[src/rtl/stk_seq_pkg.sv]
package stk_seq_pkg;
   typedef enum logic [2:0] {
      OP_PUSH    = 3'd0,
      OP_PUSH_LR = 3'd1,
      OP_POP     = 3'd2,
      OP_POP_PC  = 3'd3,
      OP_BLK_LD  = 3'd4,
      OP_BLK_ST  = 3'd5
   } stk_op_e;

   typedef enum logic [1:0] {
      ST_IDLE = 2'd0,
      ST_RUN  = 2'd1,
      ST_FIN  = 2'd2
   } stk_state_e;
endpackage

[src/rtl/stk_pick.sv]
module stk_pick #(
   parameter int N          = 8,
   parameter int IW         = 3,
   parameter bit HIGH_FIRST = 1'b0
) (
   input  logic [N-1:0]  vec,
   output logic [IW-1:0] idx,
   output logic          any
);
   initial begin
      if (IW != $clog2(N)) $error("stk_pick: IW must equal clog2(N)");
   end

   generate
      if (HIGH_FIRST) begin : g_high
         always_comb begin
            idx = '0;
            for (int i = 0; i < N; i++)
               if (vec[i]) idx = IW'(i);
         end
      end else begin : g_low
         always_comb begin
            idx = '0;
            for (int i = N - 1; i >= 0; i--)
               if (vec[i]) idx = IW'(i);
         end
      end
   endgenerate

   assign any = |vec;
endmodule

[src/rtl/stk_rdpipe.sv]
module stk_rdpipe #(
   parameter int DW = 32,
   parameter int IW = 3
) (
   input  logic          clk,
   input  logic          rst_n,
   input  logic          issue,
   input  logic [IW-1:0] issue_idx,
   input  logic          issue_pc,
   input  logic [DW-1:0] rdata,
   output logic          wb_en,
   output logic [IW-1:0] wb_idx,
   output logic [DW-1:0] wb_data,
   output logic          pc_load,
   output logic [DW-1:0] pc_val
);
   logic          pend_v;
   logic          pend_pc;
   logic [IW-1:0] pend_idx;

   always_ff @(posedge clk) begin
      if (!rst_n) begin
         pend_v   <= 1'b0;
         pend_pc  <= 1'b0;
         pend_idx <= '0;
      end else begin
         pend_v   <= issue;
         pend_pc  <= issue & issue_pc;
         pend_idx <= issue_idx;
      end
   end

   assign wb_en   = pend_v & ~pend_pc;
   assign wb_idx  = pend_idx;
   assign wb_data = rdata;
   assign pc_load = pend_v & pend_pc;
   assign pc_val  = {rdata[DW-1:1], 1'b0};
endmodule

[src/rtl/stk_seq.sv]
module stk_seq
   import stk_seq_pkg::*;
#(
   parameter int DW   = 32,
   parameter int NREG = 8,
   parameter int IW   = $clog2(NREG)
) (
   input  logic              clk,
   input  logic              rst_n,
   input  logic              req_valid,
   input  logic [2:0]        req_op,
   input  logic [NREG-1:0]   req_list,
   input  logic [DW-1:0]     req_base,
   input  logic [NREG*DW-1:0] lo_regs,
   input  logic [DW-1:0]     lr_val,
   output logic              mem_req,
   output logic              mem_we,
   output logic [DW-1:0]     mem_addr,
   output logic [DW-1:0]     mem_wdata,
   input  logic [DW-1:0]     mem_rdata,
   output logic              wb_en,
   output logic [IW-1:0]     wb_idx,
   output logic [DW-1:0]     wb_data,
   output logic              sp_we,
   output logic [DW-1:0]     sp_val,
   output logic              pc_load,
   output logic [DW-1:0]     pc_val,
   output logic              done,
   output logic              busy
);
   localparam int STEP = DW / 8;
   localparam int ALW  = $clog2(STEP);
   localparam logic [DW-1:0] ALIGN_MASK = ~DW'(STEP - 1);

   initial begin
      if (DW % 8 != 0 || DW < 16) $error("stk_seq: DW must be a byte multiple of at least 16");
      if (IW != $clog2(NREG))     $error("stk_seq: IW must equal clog2(NREG)");
      if (ALW < 1)                $error("stk_seq: word must span several bytes");
   end

   stk_state_e      st_q;
   stk_op_e         op_q;
   logic [NREG-1:0] rem_q;
   logic            lr_pend_q;
   logic            pc_pend_q;
   logic [DW-1:0]   ptr_q;

   // candidate slots
   logic [IW-1:0] hi_idx, lo_idx;
   logic          hi_any, lo_any;

   stk_pick #(.N(NREG), .IW(IW), .HIGH_FIRST(1'b1)) u_pick_hi (
      .vec(rem_q), .idx(hi_idx), .any(hi_any));
   stk_pick #(.N(NREG), .IW(IW), .HIGH_FIRST(1'b0)) u_pick_lo (
      .vec(rem_q), .idx(lo_idx), .any(lo_any));

   logic            is_push, is_store, use_lr, use_pc, last;
   logic [IW-1:0]   cur_idx;
   logic [NREG-1:0] rem_nx;
   logic [DW-1:0]   ptr_nx;

   always_comb begin
      is_push  = (op_q == OP_PUSH) || (op_q == OP_PUSH_LR);
      is_store = is_push || (op_q == OP_BLK_ST);
      use_lr   = is_push & lr_pend_q;
      use_pc   = ~is_push & ~lo_any & pc_pend_q;
      cur_idx  = is_push ? hi_idx : lo_idx;
      rem_nx   = rem_q;
      if (!use_lr && !use_pc) rem_nx[cur_idx] = 1'b0;
      ptr_nx   = is_push ? ptr_q - DW'(STEP) : ptr_q + DW'(STEP);
      last     = (rem_nx == '0) && (use_lr || !lr_pend_q) && (use_pc || !pc_pend_q);
   end

   // request decode
   logic            accept, req_empty, req_block;
   stk_op_e         req_op_e;

   always_comb begin
      req_op_e  = stk_op_e'(req_op);
      accept    = req_valid && (st_q == ST_IDLE) && (req_op <= 3'd5);
      req_block = (req_op_e == OP_BLK_LD) || (req_op_e == OP_BLK_ST);
      req_empty = (req_list == '0) && (req_op_e != OP_PUSH_LR) && (req_op_e != OP_POP_PC);
   end

   always_ff @(posedge clk) begin
      if (!rst_n) begin
         st_q      <= ST_IDLE;
         op_q      <= OP_PUSH;
         rem_q     <= '0;
         lr_pend_q <= 1'b0;
         pc_pend_q <= 1'b0;
         ptr_q     <= '0;
      end else begin
         unique case (st_q)
            ST_IDLE: if (accept) begin
               op_q      <= req_op_e;
               rem_q     <= req_list;
               lr_pend_q <= (req_op_e == OP_PUSH_LR);
               pc_pend_q <= (req_op_e == OP_POP_PC);
               ptr_q     <= (req_block && !req_empty) ? (req_base & ALIGN_MASK) : req_base;
               st_q      <= req_empty ? ST_FIN : ST_RUN;
            end
            ST_RUN: begin
               rem_q <= rem_nx;
               ptr_q <= ptr_nx;
               if (use_lr) lr_pend_q <= 1'b0;
               if (use_pc) pc_pend_q <= 1'b0;
               if (last)   st_q      <= ST_FIN;
            end
            ST_FIN:  st_q <= ST_IDLE;
            default: st_q <= ST_IDLE;
         endcase
      end
   end

   assign mem_req   = (st_q == ST_RUN);
   assign mem_we    = mem_req & is_store;
   assign mem_addr  = is_push ? ptr_nx : ptr_q;
   assign mem_wdata = use_lr ? lr_val : lo_regs[cur_idx*DW +: DW];

   stk_rdpipe #(.DW(DW), .IW(IW)) u_rdpipe (
      .clk      (clk),
      .rst_n    (rst_n),
      .issue    (mem_req & ~is_store),
      .issue_idx(cur_idx),
      .issue_pc (use_pc),
      .rdata    (mem_rdata),
      .wb_en    (wb_en),
      .wb_idx   (wb_idx),
      .wb_data  (wb_data),
      .pc_load  (pc_load),
      .pc_val   (pc_val)
   );

   assign done   = (st_q == ST_FIN);
   assign sp_we  = done;
   assign sp_val = ptr_q;
   assign busy   = (st_q != ST_IDLE);
endmodule

[config.mk]
export PLATFORM = sky130hd
export DESIGN_NAME = stk_seq
export DESIGN_NICKNAME = d
export VERILOG_FILES = /design/src/rtl/stk_seq_pkg.sv /design/src/rtl/stk_pick.sv /design/src/rtl/stk_rdpipe.sv /design/src/rtl/stk_seq.sv
export SDC_FILE = /design/constraint.sdc
export NUM_CORES = 1
export LEC_CHECK = 0
export ABC_AREA = 0
export BUFFER_PORTS_ARGS = -buffer_cell sky130_fd_sc_hd__buf_2
export CAP_MARGIN = 20
export CORE_AREA = 2 2 209 211
export CTS_CLUSTER_SIZE = 12
export DETAILED_ROUTE_END_ITERATION = 10
export DIE_AREA = 0 0 211 213
export MAX_ROUTING_LAYER = met4
export SYNTH_ARGS = -nofsm -noshare
export SYNTH_HDL_FRONTEND = slang
export SYNTH_SLANG_ARGS = --single-unit
export TNS_END_PERCENT = 5
[constraint.sdc]
create_clock -name clk -period 11.15 [get_ports clk]
set_input_delay 2.23 -clock clk [delete_from_list [all_inputs] [get_ports clk]]
set_output_delay 2.23 -clock clk [all_outputs]
set_load 0.005 [all_outputs]
==> results of run 1 <==
metal layers:
metal / wire length, um / vias up / GRT usage
met4: 891 / 0 / 0.0459
met2: 16600 / 568 / 0.238
met1: 13800 / 4321 / 0.177
met5: 0 / - / -
met3: 3500 / 45 / 0.0393
li1: - / 4408 / -
cells in the mapped netlist (all sizes together) (3+ instances only):
| cell | number |
|---|---|
| a2111o | 3 |
| a211oi | 6 |
| a21boi | 3 |
| a21o | 19 |
| a21oi | 98 |
| a221oi | 8 |
| a222oi | 4 |
| a22o | 5 |
| a22oi | 142 |
| a31o | 4 |
| a31oi | 7 |
| and2 | 10 |
| and3 | 6 |
| buf | 98 |
| clkbuf | 51 |
| dfxtp | 52 |
| ha | 28 |
| inv | 16 |
| mux2 | 4 |
| nand2 | 113 |
| nand2b | 5 |
| nand3 | 84 |
| nand4 | 11 |
| nor2 | 78 |
| nor2b | 8 |
| nor3 | 11 |
| nor4 | 8 |
| o2111ai | 5 |
| o211ai | 9 |
| o21a | 10 |
| o21ai | 32 |
| o21bai | 4 |
| o221ai | 9 |
| o2bb2ai | 3 |
| o311ai | 3 |
| o31ai | 7 |
| or2 | 4 |
| or3 | 7 |
| xnor2 | 7 |
| xor2 | 10 |
state kept, by name, summed over array words and instances, names as in the netlist:
signal and count:
u_rdpipe.pend_v 1, st_q 2, lr_pend_q 1, rem_q 8, sp_val 32, u_rdpipe.pend_pc 1
pc_pend_q 1, op_q 3, u_rdpipe.wb_idx 3
path summary, 6_finish.rpt:
check / from / to
min reg2reg: op_q[0] / op_q[0]
max: op_q[2] / mem_addr[30]
max reg2reg: op_q[2] / sp_val[26]
min: op_q[0] / op_q[0]
worst reg2reg max path, cell delays in order, from the launching register on:
cell	delay (ns)
dfxtp_1	0.38
or2_2	0.14
clkinv_1	0.55
buf_4	0.52
ha_1	0.40
a21oi_1	0.28
o21ai_0	0.19
a221oi_1	0.45
a21oi_1	0.24
o211ai_1	0.42
a2111oi_0	0.19
a311o_1	0.34
logic make-up (layout without fill, tap and decap cells):
family | after synthesis | in the layout | share of synthesized area
compound gates | 396 | 396 | 0.401
xor+xnor | 17 | 17 | 0.0215
fa+ha+maj | 29 | 29 | 0.0534
buf+inv | 165 | 475 | 0.128
flops | 52 | 52 | 0.150
mux | 5 | 5 | 0.00848
other cells | 1 | 5 | 0.000541
simple gates | 353 | 353 | 0.237
per-stage QoR:
stage | setup slack (ns) | hold slack [ns] | total power [W] | std cells
5_1_grt | 4.25 | 0.506 | 0.00182 | 1878
3_5_place_dp | 4.96 | 0.450 | 0.00150 | 1866
2_1_floorplan | 4.76 | 0.436 | 0.00105 | 1018
3_3_place_gp | 5.02 | 0.451 | 0.00150 | 1866
4_1_cts | 4.61 | 0.462 | 0.00168 | 1874
6_report | 4.58 | 0.463 | 0.00168 | 1878
layout make-up:
type,count,area (um^2),area share
Clock buffer,5,125,0.0135
Tap cell,546,683,0.0737
Sequential cell,52,1040,0.112
Timing Repair Buffer,451,2290,0.247
Clock inverter,3,21.3,0.00229
Antenna cell,4,10.0,0.00108
Multi-Input combinational cell,801,5050,0.544
Inverter,16,60.1,0.00648
layout by cell type, fill, tap and decap left out, types with 6 or more instances in the layout:
cell      instances
xnor2_1           7
inv_1            15
nor2_1           76
and2_1            9
nor4_1            6
o31ai_1           7
a22oi_1         142
a21oi_1          95
nand3_1          84
nor2b_1           8
buf_4            12
buf_2           439
a221oi_1          7
xor2_1           10
ha_1             28
dfxtp_1          52
nor3_1           11
o211ai_1          8
o221ai_1          9
nand4_1          11
o21a_1           10
o21ai_0          31
a31oi_1           7
or3_1             7
a21o_1           17
and3_1            6
nand2_1         112
where the power goes:
part / leakage (nW) / total [W] / internal [W] / switching, W
clock network: 0.0702 / 0.000171 / 0.0000843 / 0.0000863
registers: 0.428 / 0.000258 / 0.000216 / 0.0000416
logic: 3.83 / 0.00125 / 0.000509 / 0.000746
total: 4.33 / 0.00168 / 0.000809 / 0.000874
==> out/qor.csv, run 1 <==
metric,value,unit
rows,76,
fillers,4812,
fin_nets,1722,
grt_pass1_wl,49.5,mm
yosysSeqAreaShare,0.150,
grt_max_degree,67,
drt_iter0_drc,833,
overflow,0,
htreeDepth,2,
placed_area,9120,um^2
avgSynthCellArea,6.81,um^2
port_buffers,439,
ys_types,70,
core,42700,um^2
routed_wl,34.8,mm
synth_edf_count,0,
maxCapViolCount,0,
hold_path_class,reg -> reg,
max_freq,152,MHz
cp_common_cell,a21oi_1,
path_max_fanout,31,
clock-sinks,52,
endpoint_kind,primary output,
clock_latency,0.31,ns
cpLargestDelayFamily,compound AO/OA/AOI/OAI gates,
cp.depth,12,
setup_viol,0,
power_per_cell_area,181,nW/um^2
die_area,44900,um^2
area_growth,33.7,%
tightest_slew,0.854,ns
path_cells,"or2_2, clkinv_1, buf_4, ha_1, a21oi_1, o21ai_0, a221oi_1, a21oi_1, o2111ai_1, nand3_1, a31oi_1, buf_2",
stdcell_area,9280,um^2
die_h,213,um
synth_seq_cells,52,
vias,9342,
antenna_left,0,
vias_per_cell,4.97,
cts_root_buf,clkbuf_16,
critPathMaxStageDelay,0.55,ns
cts_resized,0,
path_class,reg -> out,
path_buf_inv,3,
setup_tns,0,ns
holdPathStages,2,
start_kind,flip-flop,
required,8.92,ns
max_slew_margin,0.430,
cts_buffer_depth,2,
yosysTopAreaCellShare,0.154,
synth.cell_area,6940,um^2
synth_cells,1018,
antenna_found_initial,6,
worstPathArrival,4.34,ns
hold_violations,0,
grt_pass1_vias,8372,
io_pins,536,
post-route-period-util,0.589,
worstRegToRegCells,11,
utilization,0.217,
grt_use_total,0.147,
r2r_slack,6.93,ns
layout-drive-gt1-share,0.369,
slew_viol_final,0,
rsz0062_at_grt,false,
skew,0.00622,ns
vdd_drop_max,0.0825,mV
async_flop_share,0,
cts_hold_buf,0,
leakagePower,4.33,nW
firstDrtPassIters,5,
ys.flop_type,dfxtp_1,
outcome,"finished, final reports clean",
cts_setup_buffers,0,
synth_nets,1413,
netlist_top_cells_area,"a22oi_1 15%, dfxtp_1 15%, buf_4 7.3%",
dp_hpwl,27.7,mm
crit_slowest_cell,clkinv_1,
die_x,211,um
synth_top_area_cell,a22oi_1,
numCtsBuffers,5,
wl_per_cell,18.5,um
clk_pin_slew_worst_paths,0.08,ns
drc,0,
initial_utilization,0.162,
synth-warning-count,0,
fin_crit,6.57,ns
cts_tree,yes,
gp_congestion,0.909,
Note: power is estimated with default switching activity, not from simulation.
==> run 2, diff against run 1 <==
Settings changed: CORE_AREA 2 2 209 211 to 2 2 206 208, DIE_AREA 0 0 211 213 to 0 0 208 210.
Clock period 11.15 ns to 6.3 ns, I/O delays scaled along.
==> run 2 against run 1 <==
- critical path depth is 1 higher
- worst setup slack got worse by 3.7 ns
- via count barely moved
- die area is 2.8% lower
- critical path type unchanged
==> out/qor.csv, run 2 (same netlist as run 1, synthesis figures left out) <==
metric,value,unit,change
outcome,"finished, final reports clean",,
worstRegToRegCells,12,,+1
fillers,4755,,-1.2%
io_pins,536,,unchanged
port_buffers,439,,unchanged
start_kind,flip-flop,,
power_per_cell_area,321,nW/um^2,+77%
rsz0062_at_grt,false,,
final_cell_mix,"439 x buf_2, 142 x a22oi_1, 112 x nand2_1",,
overflow,0,,unchanged
clock_latency,0.31,ns,about the same
dp_hpwl,28.7,mm,+3.5%
cts_hold_buf,0,,unchanged
internal-power,0.00145,W,+79%
endpoint_kind,primary output,,
maxCapViolCount,0,,unchanged
final_common_cell,buf_2,,
setup_tns,0,ns,unchanged
drc,0,,unchanged
path_cells,"or2_2, clkinv_1, buf_4, buf_4, ha_1, a21oi_1, o21ai_0, a221oi_1, a21oi_1, o2111ai_1, nand3_1, a31oi_1, buf_2",,
power,0.00301,W,+79%
numCtsBuffers,5,,unchanged
seq_area,1040,um^2,unchanged
worstPathArrival,4.14,ns,-0.20 ns
post-place-ws,1.29,ns,-3.67 ns
path_class,reg -> out,,
antenna_found_initial,4,,-2
stdcell_area,9360,um^2,+0.93%
fin_nets,1733,,+0.64%
skew,0.0119,ns,+0.00565 ns
worst_slack,0.901,ns,-3.68 ns
rows,75,,-1.3%
grt_use_total,0.156,,+0.00898
hold_path_class,reg -> reg,,
cts_root_buf,clkbuf_16,,
grt_pass1_wl,51.7,mm,+4.4%
post-route-period-util,0.857,,
clock-sinks,52,,unchanged
critPathMaxStageDelay,0.44,ns,-0.11 ns
setup_viol,0,,unchanged
leakagePower,4.39,nW,+1.4%
fin_cells,1882,,+0.21%
firstDrtPassIters,7,,+2
tightest_slew,1.07,ns,+0.217 ns
area_growth,35.0,%,
vias,9333,,-0.096%
die_h,210,um,-1.4%
path_max_fanout,15,,-52%
cts_buffer_depth,2,,unchanged
seq_power_share,0.151,,-0.002
slew_viol_final,0,,unchanged
cts_resized,0,,unchanged
core,41500,um^2,-2.9%
cts_tree,yes,,
clock_power_share,0.099,,-0.002
die_x,208,um,-1.4%
vias_per_cell,4.96,,-0.31%
grt_max_degree,55,,-18%
cp.depth,13,,+1
r2r_slack,2.41,ns,-4.52 ns
largest_reg_flops,32,,unchanged
path_buf_inv,4,,+1
hold_violations,0,,unchanged
fin_crit,5.40,ns,
required,5.04,ns,-3.88 ns
dp_cells,1870,,+0.21%
die_area,43700,um^2,-2.8%
clk_pin_slew_worst_paths,0.08,ns,about the same
cts_setup_buffers,0,,unchanged
p_switching,0.00155,W,+78%
cpLargestDelayFamily,compound AO/OA/AOI/OAI gates,,
wl_per_cell,18.8,um,+1.6%
grt_pass1_vias,8854,,+5.8%
routed_wl,35.4,mm,+1.8%
drt_iter0_drc,822,,-1.3%
multiInputGateArea,5050,um^2,unchanged
antenna_left,0,,unchanged
placed_area,9210,um^2,+0.95%
initial_utilization,0.167,,+0.00477
max_slew_margin,0.283,,-0.148
crit_slowest_cell,a221oi_1,,
vdd_drop_max,0.154,mV,+87%
htreeDepth,2,,unchanged
switching_share,0.517,,-0.00207
holdPathStages,2,,unchanged
p_comb_frac,0.750,,+0.004
max_freq,185,MHz,
gp_congestion,0.889,,-2.2%
layout-drive-gt1-share,0.374,,+0.00518
run 2: cell types whose count changed in the layout (fill, tap and decap cells not counted), sizes merged:
cell and change:
buf +11
run 2: path summary, 6_finish.rpt:
| check | start | to |
|---|---|---|
| hold reg to reg | op_q[0] | op_q[0] |
| hold / removal | op_q[0] | op_q[0] |
| setup / recovery | op_q[2] | mem_addr[30] |
| setup reg to reg | op_q[2] | sp_val[26] |
run 2: metrics by stage:
step	hold slack [ns]	util
after global routing	0.510	0.226
after global placement	0.451	0.222
after detailed placement	0.461	0.222
after floorplan	0.436	-
final	0.470	0.226
after CTS	0.473	0.225
run 2: final cells by class:
class / instances / share of cell area
diodes: 4 / 0.00107
repair buffers: 462 / 0.254
clock inverters: 3 / 0.00227
well taps: 539 / 0.0720
flip-flops and latches: 52 / 0.111
clock buffers: 5 / 0.0134
inverters: 16 / 0.00642
multi-input cells: 801 / 0.539
run 2: layer usage:
| layer | global-route usage | vias up | routed length [um] |
|---|---|---|---|
| li1 | - | 4424 | - |
| met1 | 0.197 | 4343 | 15300 |
| met2 | 0.248 | 507 | 16500 |
| met3 | 0.0304 | 59 | 2510 |
| met4 | 0.0543 | 0 | 1090 |
| met5 | - | - | 0 |
run 2: worst register-to-register path: stages, from the launching register on:
cell,delay (ns)
dfxtp_1,0.37
or2_2,0.15
clkinv_1,0.41
buf_4,0.39
buf_4,0.21
ha_1,0.24
a21oi_1,0.27
o21ai_0,0.17
a221oi_1,0.44
a21oi_1,0.24
o211ai_1,0.39
a2111oi_0,0.16
a311o_1,0.35
run 2: power by group through the flow:
stage                     sequential, W  clock, W  combinational, W
after global placement         0.000461         0           0.00224
after global routing           0.000463  0.000314           0.00250
final                          0.000454  0.000299           0.00225
after CTS                      0.000454  0.000305           0.00226
after floorplan                0.000442         0           0.00141
after detailed placement       0.000461         0           0.00225
